File: src/rtl/ipc_pkg.sv
package ipc_pkg;

  localparam int IP_W  = 32;
  localparam int MAC_W = 48;
  localparam logic [31:0] CRC_POLY = 32'h04C11DB7;

  typedef struct packed {
    logic [IP_W-1:0]  ip;
    logic [MAC_W-1:0] mac;
  } ipc_entry_t;

  // CRC-32 of one 32-bit word, MSB first, seed all ones, no reflection.
  function automatic logic [31:0] crc_word(input logic [31:0] d);
    logic [31:0] r;
    r = '1;
    for (int i = 31; i >= 0; i--) begin
      if (r[31] ^ d[i]) r = {r[30:0], 1'b0} ^ CRC_POLY;
      else              r = {r[30:0], 1'b0};
    end
    return r;
  endfunction

  // Input bits whose parity forms output bit obit (linear part of the CRC).
  function automatic logic [31:0] crc_tap_mask(input int obit);
    logic [31:0] m;
    logic [31:0] base;
    logic [31:0] one;
    base = crc_word('0);
    for (int i = 0; i < 32; i++) begin
      one  = crc_word(32'h1 << i);
      m[i] = one[obit] ^ base[obit];
    end
    return m;
  endfunction

endpackage

File: src/rtl/ipc_rst_sync.sv
module ipc_rst_sync (
  input  logic clk,
  input  logic rst_n,
  output logic rst_sn
);

  logic [1:0] sync_q;
  logic [1:0] sync_d;

  always_comb begin
    sync_d = {sync_q[0], 1'b1};
  end

  always_ff @(posedge clk or negedge rst_n) begin
    if (!rst_n) sync_q <= '0;
    else        sync_q <= sync_d;
  end

  assign rst_sn = sync_q[1];

endmodule

File: src/rtl/ipc_hash.sv
module ipc_hash #(
  parameter int AW = 2
) (
  input  logic [31:0]   key,
  output logic [AW-1:0] idx
);
  import ipc_pkg::*;

  localparam logic [31:0] SEED_TERM = crc_word('0);

  // Each index bit is the parity of a fixed tap set of the key, plus a
  // constant from the all-ones seed.
  for (genvar j = 0; j < AW; j++) begin : g_bit
    localparam logic [31:0] TAPS = crc_tap_mask(j);
    assign idx[j] = (^(key & TAPS)) ^ SEED_TERM[j];
  end

endmodule

File: src/rtl/ipc_store.sv
module ipc_store #(
  parameter int AW = 2
) (
  input  logic                     clk,
  input  logic                     rst_sn,
  input  logic                     clr,
  input  logic                     we,
  input  logic [AW-1:0]            idx,
  input  logic [ipc_pkg::IP_W-1:0]  wip,
  input  logic [ipc_pkg::MAC_W-1:0] wmac,
  output logic                     rd_valid,
  output logic [ipc_pkg::IP_W-1:0]  rd_ip,
  output logic [ipc_pkg::MAC_W-1:0] rd_mac,
  output logic [(1<<AW)-1:0]       ent_valid
);
  import ipc_pkg::*;

  localparam int NE = 1 << AW;

  logic [NE-1:0] valid_q;
  logic [NE-1:0] valid_d;
  logic [NE-1:0] slot_sel;
  ipc_entry_t    ent_q [NE];
  ipc_entry_t    rd_ent;

  for (genvar e = 0; e < NE; e++) begin : g_slot
    assign slot_sel[e] = we && !clr && (idx == AW'(e));

    always_ff @(posedge clk) begin
      if (slot_sel[e]) ent_q[e] <= '{ip: wip, mac: wmac};
    end
  end

  // Flush wins over any write in the same cycle.
  always_comb begin
    if (clr) valid_d = '0;
    else     valid_d = valid_q | slot_sel;
  end

  always_ff @(posedge clk or negedge rst_sn) begin
    if (!rst_sn) valid_q <= '0;
    else         valid_q <= valid_d;
  end

  assign rd_ent    = ent_q[idx];
  assign rd_valid  = valid_q[idx];
  assign rd_ip     = rd_ent.ip;
  assign rd_mac    = rd_ent.mac;
  assign ent_valid = valid_q;

endmodule

File: src/rtl/ipc_ctrl.sv
module ipc_ctrl (
  input  logic                     clk,
  input  logic                     rst_sn,
  input  logic                     qry_valid,
  output logic                     qry_ready,
  input  logic                     wr_valid,
  output logic                     wr_ready,
  input  logic                     flush,
  input  logic                     rsp_ready,
  input  logic                     hit,
  input  logic [ipc_pkg::MAC_W-1:0] hit_mac,
  output logic                     q_fire,
  output logic                     w_fire,
  output logic                     rsp_valid,
  output logic                     rsp_miss,
  output logic [ipc_pkg::MAC_W-1:0] rsp_mac
);
  import ipc_pkg::*;

  logic             rv_q, rv_d;
  logic             miss_q, miss_d;
  logic [MAC_W-1:0] mac_q, mac_d;
  logic             load_en;

  // Lookup has the hash unit first; updates take the idle cycles.
  assign qry_ready = rst_sn && !flush && (!rv_q || rsp_ready);
  assign q_fire    = qry_valid && qry_ready;
  assign wr_ready  = rst_sn && !flush && !q_fire;
  assign w_fire    = wr_valid && wr_ready;
  assign load_en   = q_fire;

  always_comb begin
    rv_d   = rv_q;
    miss_d = miss_q;
    mac_d  = mac_q;
    if (q_fire) begin
      rv_d   = 1'b1;
      miss_d = !hit;
      mac_d  = hit ? hit_mac : '0;
    end else if (rsp_ready) begin
      rv_d = 1'b0;
    end
  end

  always_ff @(posedge clk or negedge rst_sn) begin
    if (!rst_sn) rv_q <= 1'b0;
    else         rv_q <= rv_d;
  end

  always_ff @(posedge clk) begin
    if (load_en) begin
      miss_q <= miss_d;
      mac_q  <= mac_d;
    end
  end

  assign rsp_valid = rv_q;
  assign rsp_miss  = miss_q;
  assign rsp_mac   = mac_q;

endmodule

File: src/rtl/ip_mac_cache.sv
module ip_mac_cache #(
  parameter int AW = 2
) (
  input  logic        clk,
  input  logic        rst_n,
  input  logic        qry_valid,
  output logic        qry_ready,
  input  logic [31:0] qry_ip,
  output logic        rsp_valid,
  input  logic        rsp_ready,
  output logic        rsp_miss,
  output logic [47:0] rsp_mac,
  input  logic        wr_valid,
  output logic        wr_ready,
  input  logic [31:0] wr_ip,
  input  logic [47:0] wr_mac,
  input  logic        flush
);
  import ipc_pkg::*;

  localparam int NE = 1 << AW;

  logic             rst_sn;
  logic             q_fire, w_fire;
  logic [31:0]      hash_key;
  logic [AW-1:0]    slot;
  logic             rd_valid;
  logic [IP_W-1:0]  rd_ip;
  logic [MAC_W-1:0] rd_mac;
  logic             hit;
  logic [NE-1:0]    ent_valid;

  ipc_rst_sync u_rst (
    .clk    (clk),
    .rst_n  (rst_n),
    .rst_sn (rst_sn)
  );

  assign hash_key = q_fire ? qry_ip : wr_ip;

  ipc_hash #(.AW(AW)) u_hash (
    .key (hash_key),
    .idx (slot)
  );

  ipc_store #(.AW(AW)) u_store (
    .clk       (clk),
    .rst_sn    (rst_sn),
    .clr       (flush),
    .we        (w_fire),
    .idx       (slot),
    .wip       (wr_ip),
    .wmac      (wr_mac),
    .rd_valid  (rd_valid),
    .rd_ip     (rd_ip),
    .rd_mac    (rd_mac),
    .ent_valid (ent_valid)
  );

  assign hit = rd_valid && (rd_ip == qry_ip);

  ipc_ctrl u_ctrl (
    .clk       (clk),
    .rst_sn    (rst_sn),
    .qry_valid (qry_valid),
    .qry_ready (qry_ready),
    .wr_valid  (wr_valid),
    .wr_ready  (wr_ready),
    .flush     (flush),
    .rsp_ready (rsp_ready),
    .hit       (hit),
    .hit_mac   (rd_mac),
    .q_fire    (q_fire),
    .w_fire    (w_fire),
    .rsp_valid (rsp_valid),
    .rsp_miss  (rsp_miss),
    .rsp_mac   (rsp_mac)
  );

endmodule

File: config.mk
export PLATFORM = sky130hd
export DESIGN_NAME = ip_mac_cache
export DESIGN_NICKNAME = d
export VERILOG_FILES = /design/src/rtl/ipc_pkg.sv /design/src/rtl/ipc_rst_sync.sv /design/src/rtl/ipc_hash.sv /design/src/rtl/ipc_store.sv /design/src/rtl/ipc_ctrl.sv /design/src/rtl/ip_mac_cache.sv
export SDC_FILE = /design/constraint.sdc
export NUM_CORES = 1
export LEC_CHECK = 0
export BUFFER_PORTS_ARGS = -buffer_cell sky130_fd_sc_hd__buf_2
export CAP_MARGIN = 20
export CORE_MARGIN = 2
export CORE_UTILIZATION = 53
export CTS_CLUSTER_SIZE = 30
export DETAILED_ROUTE_END_ITERATION = 7
export PLACE_DENSITY = 0.79
export SLEW_MARGIN = 20
export SYNTH_ARGS = -nofsm -noshare
export SYNTH_HDL_FRONTEND = slang
export SYNTH_SLANG_ARGS = --single-unit
File: constraint.sdc
create_clock -name clk -period 1.4 [get_ports clk]
set_clock_uncertainty 0.2 [all_clocks]
set_input_delay 0.14 -clock clk [delete_from_list [all_inputs] [get_ports clk]]
set_output_delay 0.14 -clock clk [all_outputs]
set_load 0.03 [all_outputs]
# [Yosys cells after proc, flatten, opt, wreduce, memory -nomap -nowiden]
# Memories as Yosys holds them, arrays and structs flattened.
# Cells that the tools add are included.
[totals] output_inout_bits=52 ram_bits=320 n_memories=1 inputBits=118 elab_cells=60 reg_bits=56
[classes] n_lt_le_gt_ge=1 n_eq_ne=4 bitwise=3 mux=23 n_reduce_logical=23
[memory_table] name="u_store.ent_q" depth=4 word_bits=80 rd=1 rd_ports_with_merged_regs=0 wr=1 line="ipc_store.sv:23" text="ipc_entry_t ent_q [NE];"
[ops] cell="$mux W80" count=3
[ops] cell="$reduce_or A80 Y1" count=3
[ops] cell="$reduce_xor A32 Y1" count=2
[ops] cell="$eq A32 B32 Y1" count=1
[ops] cell="$mux W32" count=1
[ops] cell="$mux W1" count=14
[ops] cell="$logic_and A1 B1 Y1" count=11
[ops] cell="$mux W2" count=3
[ops] cell="$eq A2 B2 Y1 const B" count=2
[ops] cell="$logic_not A1 Y1" count=4
[ops] cell="$mux W4" count=1
[ops] cell="$or A4 B4 Y4" count=1
[ops] cell="$lt A2 B3 Y1 const B" count=1
[ops] cell="$bmux W1 S2" count=1
[ops] cell="$eq A2 B1 Y1 const B" count=1
[ops] cell="$logic_not A2 Y1" count=1
[ops] cell="$not A1 Y1" count=2
[ops] cell="$reduce_bool A2 Y1" count=1
[ops] cell="$logic_or A1 B1 Y1" count=1

# [Depth between registers and ports, before layout]
# Gate-level depths: netlist of the first run.
[logic_depth] depth_word=15 ltp_mapped=15 mapped_depth_nobuf=10

# [Hierarchy]
# Synthesis of the first run repeated with hierarchy kept, for this count alone.
[unflattened] cells_unflattened=651 hier_area_um2=14650.3
[by_module_without_submodules] module="ipc_store" cells_each=440 area_per_inst_um2=11758.8 seq_area_each_um2=9709.3 instances=1
[by_module_without_submodules] module="ipc_ctrl" cells_each=114 area_per_inst_um2=1924.3 seq_area_each_um2=1496.4 instances=1
[by_module_without_submodules] module="ip_mac_cache" cells_each=80 area_per_inst_um2=734.5 seq_area_each_um2=0.0 instances=1
[by_module_without_submodules] module="ipc_hash" cells_each=14 area_per_inst_um2=178.9 seq_area_each_um2=0.0 instances=1
[by_module_without_submodules] module="ipc_rst_sync" cells_each=3 area_per_inst_um2=53.8 seq_area_each_um2=50.0 instances=1

# [Worst setup path before layout of the first run]
# OpenSTA, ideal clock, no wires.
[synth_path] path_kind="register -> register" start="reg u_ctrl.rv_q (netlist: u_ctrl.rsp_valid)" end="mem u_store.ent_q[3][0] in the netlist's numbering, enable pin" n_path_buf=2 synth_period_minus_slack_ps=8402 path_stages_with_launch=8 arrival_ps=7583 setup_ps=619 required_time_ps=581 path_slack_ps=-7002 cell_sequence="dfrtp_1 > nand2b_1 > nand3_2 > mux2_2 > xnor2_1 > clkbuf_1 > clkbuf_1 > nor3_1"
[synth_between] elab_cells_between_ends=38 cone_classes="3 x eq/ne; 15 x mux; 2 x bitwise; 18 x reduce/logical"
[synth_lines] item="start, declared" line="ipc_ctrl.sv:20" text="logic rv_q, rv_d;"
[synth_lines] item="start signal, assigned" line="ipc_ctrl.sv:47" text="else rv_q <= rv_d;"
[synth_lines] item="$logic_not A1 Y1 *" line="ipc_ctrl.sv:26" text="assign qry_ready = rst_sn && !flush && (!rv_q || rsp_ready);"
[synth_lines] item="$logic_or A1 B1 Y1 *" line="ipc_ctrl.sv:26"
[synth_lines] item="$logic_and A1 B1 Y1 *" line="ipc_ctrl.sv:26"
[synth_lines] item="$logic_and A1 B1 Y1 *" line="ipc_ctrl.sv:27" text="assign q_fire = qry_valid && qry_ready;"
[synth_lines] item="$mux W32 or $logic_not A1 Y1 (tied branches)" line="ip_mac_cache.sv:39, ipc_ctrl.sv:28"
[synth_lines] item="$reduce_xor A32 Y1 or $logic_and A1 B1 Y1 (tied branches)" line="ipc_hash.sv:15, ipc_ctrl.sv:28"
[synth_lines] item="$not A1 Y1 (no line) or $logic_and A1 B1 Y1 (tied branches)"
[synth_lines] item="$eq A2 B2 Y1 or $logic_and A1 B1 Y1 (tied branches)" line="ipc_store.sv:27" text="assign slot_sel[e] = we && !clr && (idx == AW'(e));"
[synth_lines] item="$logic_and A1 B1 Y1 *" line="ipc_store.sv:27"
[synth_lines] item="net u_store.slot_sel[3]" line="ipc_store.sv:22" text="logic [NE-1:0] slot_sel;"
[synth_lines] item="$mux W1 *" line="ipc_store.sv:30" text="if (slot_sel[e]) ent_q[e] <= '{ip: wip, mac: wmac};"
[synth_lines] item="$mux W1 (not written as such) *" line="ipc_store.sv:30"
[synth_lines] item="$reduce_or A80 Y1 (no line)"
[synth_lines] item="$mux W2 (no line) or $mux W1 (tied branches)"
[synth_lines] item="end, declared" line="ipc_store.sv:23"
# The timed path passes the listed nets; every way through them passes the cells marked *.

# [Worst setup path after layout of the first run]
[layout_path] start="reg u_rst.sync_q[1]" end="reg u_ctrl.mac_q[40] (netlist: u_ctrl.rsp_mac[40]), data pin"
[layout_between] elab_chain_len=9 elab_cells_between_ends=13 cone_classes="1 x eq/ne; 3 x mux; 2 x bitwise; 6 x reduce/logical; 1 x memory"
[layout_lines] item="start, declared" line="ipc_rst_sync.sv:7" text="logic [1:0] sync_q;"
[layout_lines] item="start signal, assigned" line="ipc_rst_sync.sv:16" text="else sync_q <= sync_d;"
[layout_lines] item="$logic_and A1 B1 Y1 * (2 in a row)" line="ipc_ctrl.sv:26"
[layout_lines] item="$logic_and A1 B1 Y1 *" line="ipc_ctrl.sv:27"
[layout_lines] item="$mux W32 *" line="ip_mac_cache.sv:39" text="assign hash_key = q_fire ? qry_ip : wr_ip;"
[layout_lines] item="$reduce_xor A32 Y1" line="ipc_hash.sv:15" text="assign idx[j] = (^(key & TAPS)) ^ SEED_TERM[j];"
[layout_lines] item="$not A1 Y1 (no line)"
[layout_lines] item="$mem_v2 Z4 W80 or $bmux W1 S2 (tied branches)"
[layout_lines] item="$eq A32 B32 Y1 or $mux W1 (tied branches)" line="ip_mac_cache.sv:60, ipc_store.sv:46"
[layout_lines] item="$logic_and A1 B1 Y1" line="ip_mac_cache.sv:60" text="assign hit = rd_valid && (rd_ip == qry_ip);"
[layout_lines] item="end signal, assigned" line="ipc_ctrl.sv:53" text="mac_q <= mac_d;"
[layout_lines] item="end, declared" line="ipc_ctrl.sv:22" text="logic [MAC_W-1:0] mac_q, mac_d;"
# Mark *: on every way between the ends. The rest lies on a longest branch, timed or not. The select of a mux whose other input is x is not followed.
# A chain may end at the register's enable or synchronous reset.

==> results of run 1 <==
timing repair:
item,in CTS,in global routing
setup endpoints to repair,470,474
hold endpoints to repair,335,1
gates cloned,7,20
pin swaps,18,23
buffers inserted,34,22
gates resized for setup,112,57
worst min path at each step:
stage          cells after the start  startpoint                           end  slack, ns
2_1_floorplan                      0       rst_n     u_rst.sync_q[0]$_DFF_PN0_      -0.36
4_1_cts                            4   rsp_ready  u_ctrl.rsp_valid$_DFFE_PN0P_      -0.20
3_5_place_dp                       1       rst_n     u_rst.sync_q[1]$_DFF_PN0_      -0.27
6_report                           4   rsp_ready  u_ctrl.rsp_valid$_DFFE_PN0P_      -0.18
5_1_grt                            4   rsp_ready  u_ctrl.rsp_valid$_DFFE_PN0P_      -0.18
3_3_place_gp                       1       rst_n     u_rst.sync_q[1]$_DFF_PN0_      -0.27
cell families after synthesis:
logic type      after synthesis  share of synthesized area [%]
other cells                   1                         0.0248
buf+inv                      48                           1.49
simple gates                140                           6.46
flops                       376                           74.4
xor+xnor                     58                           4.08
mux                          72                           9.17
compound gates              105                           4.38
worst max-delay path, delay by kind of cell (launching register included):
kind / cells / cell delay (ns)
AND/OR/NAND/NOR: 7 / 1.34
AO/OA/AOI/OAI: 2 / 0.44
multiplexers: 1 / 0.29
flip-flops: 1 / 0.35
buffers and inverters: 8 / 1.24
flip-flops by register name, indices dropped and copies added (netlist names):
name / flops
u_ctrl.rsp_mac: 48
u_ctrl.rsp_miss: 1
u_ctrl.rsp_valid: 1
u_rst.sync_q: 2
u_store.ent_q: 320
u_store.ent_valid: 4
power groups by stage:
stage,sequential (mW),combinational (mW),clock [mW]
after floorplan,13.4,6.02,0
after global placement,13.3,8.64,0
after detailed placement,13.4,8.79,0
after CTS,13.1,10.3,9.63
after global routing,13.2,12.6,10.2
final,13.2,12.1,9.83
synthesized netlist by cell type, types with 14 or more instances:
library cell and count:
a22oi_1 16, o21ai_0 49, nor3_1 15, nand2_1 14, clkbuf_1 25, nor4b_1 39
xnor2_1 26, mux4_2 52, xor2_1 24, edfxtp_1 369, mux2i_1 16, nor2_1 20
layer usage:
metal	global-route usage, %	share of wire, %	up-vias
met1	35.2	35	5234
met4	9.96	5.1	0
met3	3.89	8.8	162
li1	-	-	4204
met2	47.3	51	810
met5	0	0	-
per-stage QoR:
step / hold slack [ns] / TNS [ns]
after global placement: -0.274 / -777.47
final: -0.184 / -705.36
after floorplan: -0.356 / -1032.66
after detailed placement: -0.271 / -791.03
after CTS: -0.197 / -660.46
after global routing: -0.180 / -739.96
layout make-up:
cell class | count | area [um^2]
clock buffer | 46 | 970
timing repair buffer | 461 | 4090
fill | 1457 | 6420
sequential | 376 | 11300
multi-input combinational | 376 | 4520
inverter | 4 | 15.0
tap | 378 | 473
clock inverter | 17 | 183
antenna | 3 | 7.51
==> results_dict.tcl, run 1 <==
set metrics [dict create \
    run_status "complete, but fails checks" \
    failing_checks "hold timing, setup timing" \
    final_instance_count_without_filler_cells 1661 \
    shortest_period_the_worst_path_allows_ns 4.09 \
    critPathCaptureType "flip-flop" \
    worstRegToRegCells 18 \
    critical_path.startpoint_type "flip-flop" \
    vias_in_the_first_global_route 10000 \
    clock_sinks 376 \
    area_delta_synth_final_pct 42.2 \
    cellInternalPower_mw 24.8 \
    num-nets-final 1374 \
    layout.cell_area.non_filler_um2 21500 \
    synthesis.yosys.warnings 0 \
    reg2reg_setup_slack_ns -2.69 \
    rows 61 \
    place_hpwl_um 21900 \
    die_x_um 173 \
    grt_setup_unrepaired "true" \
    power.share.switching_pct 29.4 \
    sequentialPowerShare_pct 37.5 \
    p_clk_share_pct 28.0 \
    drv_cap 0 \
    total_power_mw 35.1 \
    post_place_instance_area_um2 17500 \
    dpl_worst_slack_ns -2.77 \
    synth_cells 800 \
    critPathLaunch "u_rst.sync_q[1]$_DFF_PN0_" \
    synth_top_area_share_pct 73.2 \
    postSynth.topFlopCell "edfxtp_1" \
    h-tree-depth 2 \
    yosysSeqAreaShare_pct 74.4 \
    final_layout_size_suffix_gt1_share_pct 44.5 \
    peakVddDrop_mv 1.03 \
    synth.largest_area_cell "edfxtp_1" \
    die-height_um 173 \
    leakagePower_nw 8.32 \
    core-area_um2 27900 \
    final-hold-violation-count 1 \
    synth-seq-cells 376 \
    cts_inserted_buffers 37 \
    final_antenna_net_count 0 \
    netlist_top_cells_area "edfxtp_1, mux4_2, nor4b_1" \
    worst_setup_hold_path_clk_slew_ns 0.06 \
    crit_required_ns 1.53 \
    tritoncts_clock_tree "done" \
    hold_slack_ns -0.184 \
    final_core_util_pct 77.0 \
    timing.final.ws_setup_ns -2.69 \
    dp_cells 1430 \
    die_area_um2 29900 \
    cts.path.max_buffers 3 \
    dr.pass1.iters 8 \
    setup_viol 466 \
    slew_headroom_pct 66.0 \
    cell_at_the_root_of_the_clock_tree "clkbuf_16" \
    critical_path_arrival_ns 4.22 \
    synth.avg_cell_area_um2 18.9 \
    r2r_start "u_rst.sync_q[1]$_DFF_PN0_" \
    end_of_the_worst_register_to_register_path "u_ctrl.rsp_mac[40]$_SDFFCE_PN0P_" \
    mappedNetlistArea_um2 15100 \
    power_spent_charging_and_discharging_nets_mw 10.3 \
    power_frac_comb_pct 34.5 \
    detailroute.via_count 10400 \
    gp_congestion 0.889 \
    timing_max_transition_violations_final 0 \
    post-route-period-util_pct 292 \
    layout.cells.most_common "edfxtp_1" \
    maxClockFrequency_mhz 244 \
    critical-path-slowest-cell "dfrtp_1" \
    worstSkewPairLatency_ns 0.54 \
    ys_types 54 \
    grt_max_degree 43 \
    buffer_ports.inserted 169 \
    synth_enable_flop_cells 369 \
    cts-hold-fix-buffers 83 \
    hold_path_class "input port to flip-flop" \
    critical_path_maximum_fanout 8 \
    synth-async-reset-ratio_pct 1.86 \
    drt-vias-per-instance 6.27 \
    initial_core_util_pct 54.2 \
    mostFrequentLayoutCells "edfxtp_1, buf_2, buf_4" \
    setup_crit_path_kind "flip-flop to flip-flop" \
    worstSetupEndpoint "u_ctrl.rsp_mac[40]$_SDFFCE_PN0P_" \
    syn_nets 918 \
    grt_antenna_before_repair 3 \
    timing.critical_path.cells "nor2b_4 -> nand3_4 -> mux2_4 -> buf_6 -> nor3_2 -> buf_4 -> buf_4 -> nor2_2 -> buf_4 -> o22ai_1 -> o21ai_0 -> nor4b_4 -> buf_4 -> nand4_1 -> buf_6 -> buf_12 -> buf_12 -> nor4b_4" \
    pin_count 170 \
    cpPeakStageDelay_ns 0.35 \
    global_route.overflow_total 0 \
    worst_pin_slew_ns 0.507 \
    grt_first_pass_wirelength_um 61000 \
    grt_use_total_pct 27.2 \
    power.density_cell_area_nw_per_um2 1630 \
    worst_path_most_repeated_cell "buf_4" \
    wl_per_cell_um 28.6 \
    drtIter0Drc 1241 \
    drc 0 \
    final_wirelength_um 47500 \
]
(Power assumes the default switching activity.)
==> run 2: changes to the inputs <==
--- a/config.mk
+++ b/config.mk
@@ -7,11 +7,10 @@
 export LEC_CHECK = 0
 export BUFFER_PORTS_ARGS = -buffer_cell sky130_fd_sc_hd__buf_2
 export CAP_MARGIN = 20
-export CORE_MARGIN = 2
-export CORE_UTILIZATION = 53
+export CORE_UTILIZATION = 50
 export CTS_CLUSTER_SIZE = 30
 export DETAILED_ROUTE_END_ITERATION = 7
-export PLACE_DENSITY = 0.79
+export PLACE_DENSITY = 0.76
 export SLEW_MARGIN = 20
 export SYNTH_ARGS = -nofsm -noshare
 export SYNTH_HDL_FRONTEND = slang
==> constraint.sdc (replaced) <==
create_clock -name clk -period 1.4 [get_ports clk]
set_clock_uncertainty 0.2 [all_clocks]
set_input_delay 0.07 -clock clk [delete_from_list [all_inputs] [get_ports clk]]
set_output_delay 0.07 -clock clk [all_outputs]
set_load 0.03 [all_outputs]
==> run 2 against run 1 <==
Compared with the run above: the run still ends with hold timing, setup timing left; global-route usage down 2.1 points; clock power shrank 4.1%; die area is 3.5% higher; critical path depth fell by 4; cell count shrank 0.54%; first-iteration DRC count shrank 29%; count of clock-buffer cells in the layout fell by 4; fmax is 3.7% higher; utilization shrank 7.0 points; non-clock buffer count decreased by 25; via count fell by 9.4%; critical path type unchanged; largest cell class unchanged; highest routed layer unchanged.
==> results_dict.tcl, run 2 (same netlist as run 1, synthesis figures left out) <==
set metrics [dict create \
    area_delta_synth_final_pct 37.5 \
    final-hold-violation-count 1 \
    cell_at_the_root_of_the_clock_tree "clkbuf_16" \
    drv_cap 0 \
    slew_headroom_pct 59.7 \
    layout.cells.most_common "edfxtp_1" \
    grt_use_total_pct 25.1 \
    timing.final.ws_setup_ns -2.55 \
    critPathCaptureType "flip-flop" \
    wl_per_cell_um 23.1 \
    shortest_period_the_worst_path_allows_ns 3.95 \
    vias_in_the_first_global_route 9877 \
    global_route.overflow_total 0 \
    cts.path.max_buffers 3 \
    grt_max_degree 35 \
    die_x_um 176 \
    critical_path.startpoint_type "flip-flop" \
    post-route-period-util_pct 282 \
    clock_sinks 376 \
    maxClockFrequency_mhz 253 \
    peakVddDrop_mv 0.772 \
    hold_path_class "input port to flip-flop" \
    timing_max_transition_violations_final 0 \
    crit_required_ns 1.52 \
    core-area_um2 29700 \
    grt_first_pass_wirelength_um 57700 \
    dr.pass1.iters 6 \
    hold_slack_ns -0.271 \
    mostFrequentLayoutCells "edfxtp_1, buf_2, buf_4" \
    largest_register_ffs 320 \
    drtIter0Drc 885 \
    run_status "complete, but fails checks" \
    gp_congestion 0.892 \
    rows 63 \
    worst_pin_slew_ns 0.604 \
    power_spent_charging_and_discharging_nets_mw 9.24 \
    final_antenna_net_count 0 \
    place_hpwl_um 23100 \
    critical_path_maximum_fanout 9 \
    p_clk_share_pct 28.4 \
    buffer_ports.inserted 169 \
    initial_core_util_pct 50.9 \
    h-tree-depth 2 \
    worstSkewPairLatency_ns 0.53 \
    pin_count 170 \
    final_wirelength_um 38200 \
    power.share.switching_pct 27.8 \
    reg2reg_setup_slack_ns -2.55 \
    failing_checks "hold timing, setup timing" \
    dp_cells 1468 \
    worst_setup_hold_path_clk_slew_ns 0.06 \
    tritoncts_clock_tree "done" \
    power_frac_comb_pct 32.0 \
    sequentialPowerShare_pct 39.6 \
    drt-vias-per-instance 5.71 \
    num-nets-final 1350 \
    final_instance_count_without_filler_cells 1652 \
    grt_antenna_before_repair 3 \
    detailroute.via_count 9432 \
    cellInternalPower_mw 24.0 \
    power.density_cell_area_nw_per_um2 1600 \
    total_power_mw 33.2 \
    leakagePower_nw 7.71 \
    cts_inserted_buffers 38 \
    critical_path_arrival_ns 4.07 \
    registers.top_by_ff_count "u_store.ent_q" \
    setup_viol 428 \
    die_area_um2 31000 \
    cts-hold-fix-buffers 84 \
    die-height_um 176 \
    drc 0 \
    final_layout_size_suffix_gt1_share_pct 43.1 \
    grt_setup_unrepaired "true" \
    setup_crit_path_kind "flip-flop to flip-flop" \
]
run 2: power groups by stage:
stage / sequential (mW) / clock (mW) / combinational (mW)
3_5_place_dp: 13.4 / 0 / 8.85
3_3_place_gp: 13.3 / 0 / 8.76
2_1_floorplan: 13.4 / 0 / 6.07
4_1_cts: 13.1 / 9.50 / 10.3
5_1_grt: 13.2 / 9.99 / 11.3
6_report: 13.2 / 9.43 / 10.6
run 2: final timing paths:
check | startpoint | end | cells past startpoint
min reg2reg | u_rst.sync_q[0]$_DFF_PN0_ | u_rst.sync_q[1]$_DFF_PN0_ | 0
min | rsp_ready | u_ctrl.rsp_valid$_DFFE_PN0P_ | 4
max | u_rst.sync_q[1]$_DFF_PN0_ | u_ctrl.rsp_mac[18]$_SDFFCE_PN0P_ | 14
max in group asynchronous | u_rst.sync_q[1]$_DFF_PN0_ | u_ctrl.rsp_valid$_DFFE_PN0P_ | 2
min in group asynchronous | rst_n | u_rst.sync_q[1]$_DFF_PN0_ | 3
max reg2reg | u_rst.sync_q[1]$_DFF_PN0_ | u_ctrl.rsp_mac[18]$_SDFFCE_PN0P_ | 14
run 2: cell type report:
| class | count | area [um^2] |
|---|---|---|
| clock inverters | 25 | 180 |
| diodes | 3 | 7.51 |
| repair buffers | 436 | 3620 |
| clock buffers | 42 | 966 |
| multi-input cells | 376 | 4280 |
| inverters | 4 | 15.0 |
| fillers | 1810 | 8910 |
| flip-flops and latches | 376 | 11300 |
| well taps | 390 | 488 |
run 2: metrics by stage:
step	hold WS (ns)	utilization, %	TNS [ns]	area [um^2]	setup WS (ns)
after global routing	-0.270	70.0	-766.35	20800	-2.65
final	-0.271	70.0	-732.04	20800	-2.55
after global placement	-0.344	59.8	-762.02	17800	-2.70
after CTS	-0.280	69.4	-724.39	20600	-2.48
after floorplan	-0.426	-	-1011.47	15300	-2.88
after detailed placement	-0.339	59.8	-786.96	17800	-2.95
run 2: layer usage:
layer | global-route usage [%] | part of all wire, % | vias to the layer above
met1 | 32.4 | 39 | 4782
met3 | 3.64 | 5.8 | 71
li1 | - | - | 4170
met2 | 43.1 | 52 | 409
met4 | 10.0 | 3.0 | 0
met5 | 0 | 0 | -
run 2: what timing repair did:
action / in CTS / in global routing
cloned: 8 / 0
gates resized for setup: 97 / 27
pin swaps: 9 / 4
buffers inserted: 16 / 6
setup endpoints to repair: 426 / 433
hold endpoints to repair: 373 / 1
run 2: worst max-delay path, stage by stage (launching register included):
cell,delay [ns]
dfrtp_1,0.37
nor2b_4,0.19
nand3_4,0.19
mux2_4,0.42
buf_12,0.15
xnor2_4,0.17
buf_8,0.17
mux4_2,0.51
xnor2_1,0.15
o21ai_1,0.12
a211oi_2,0.26
nand4_1,0.15
buf_6,0.20
buf_4,0.17
nor4b_4,0.32
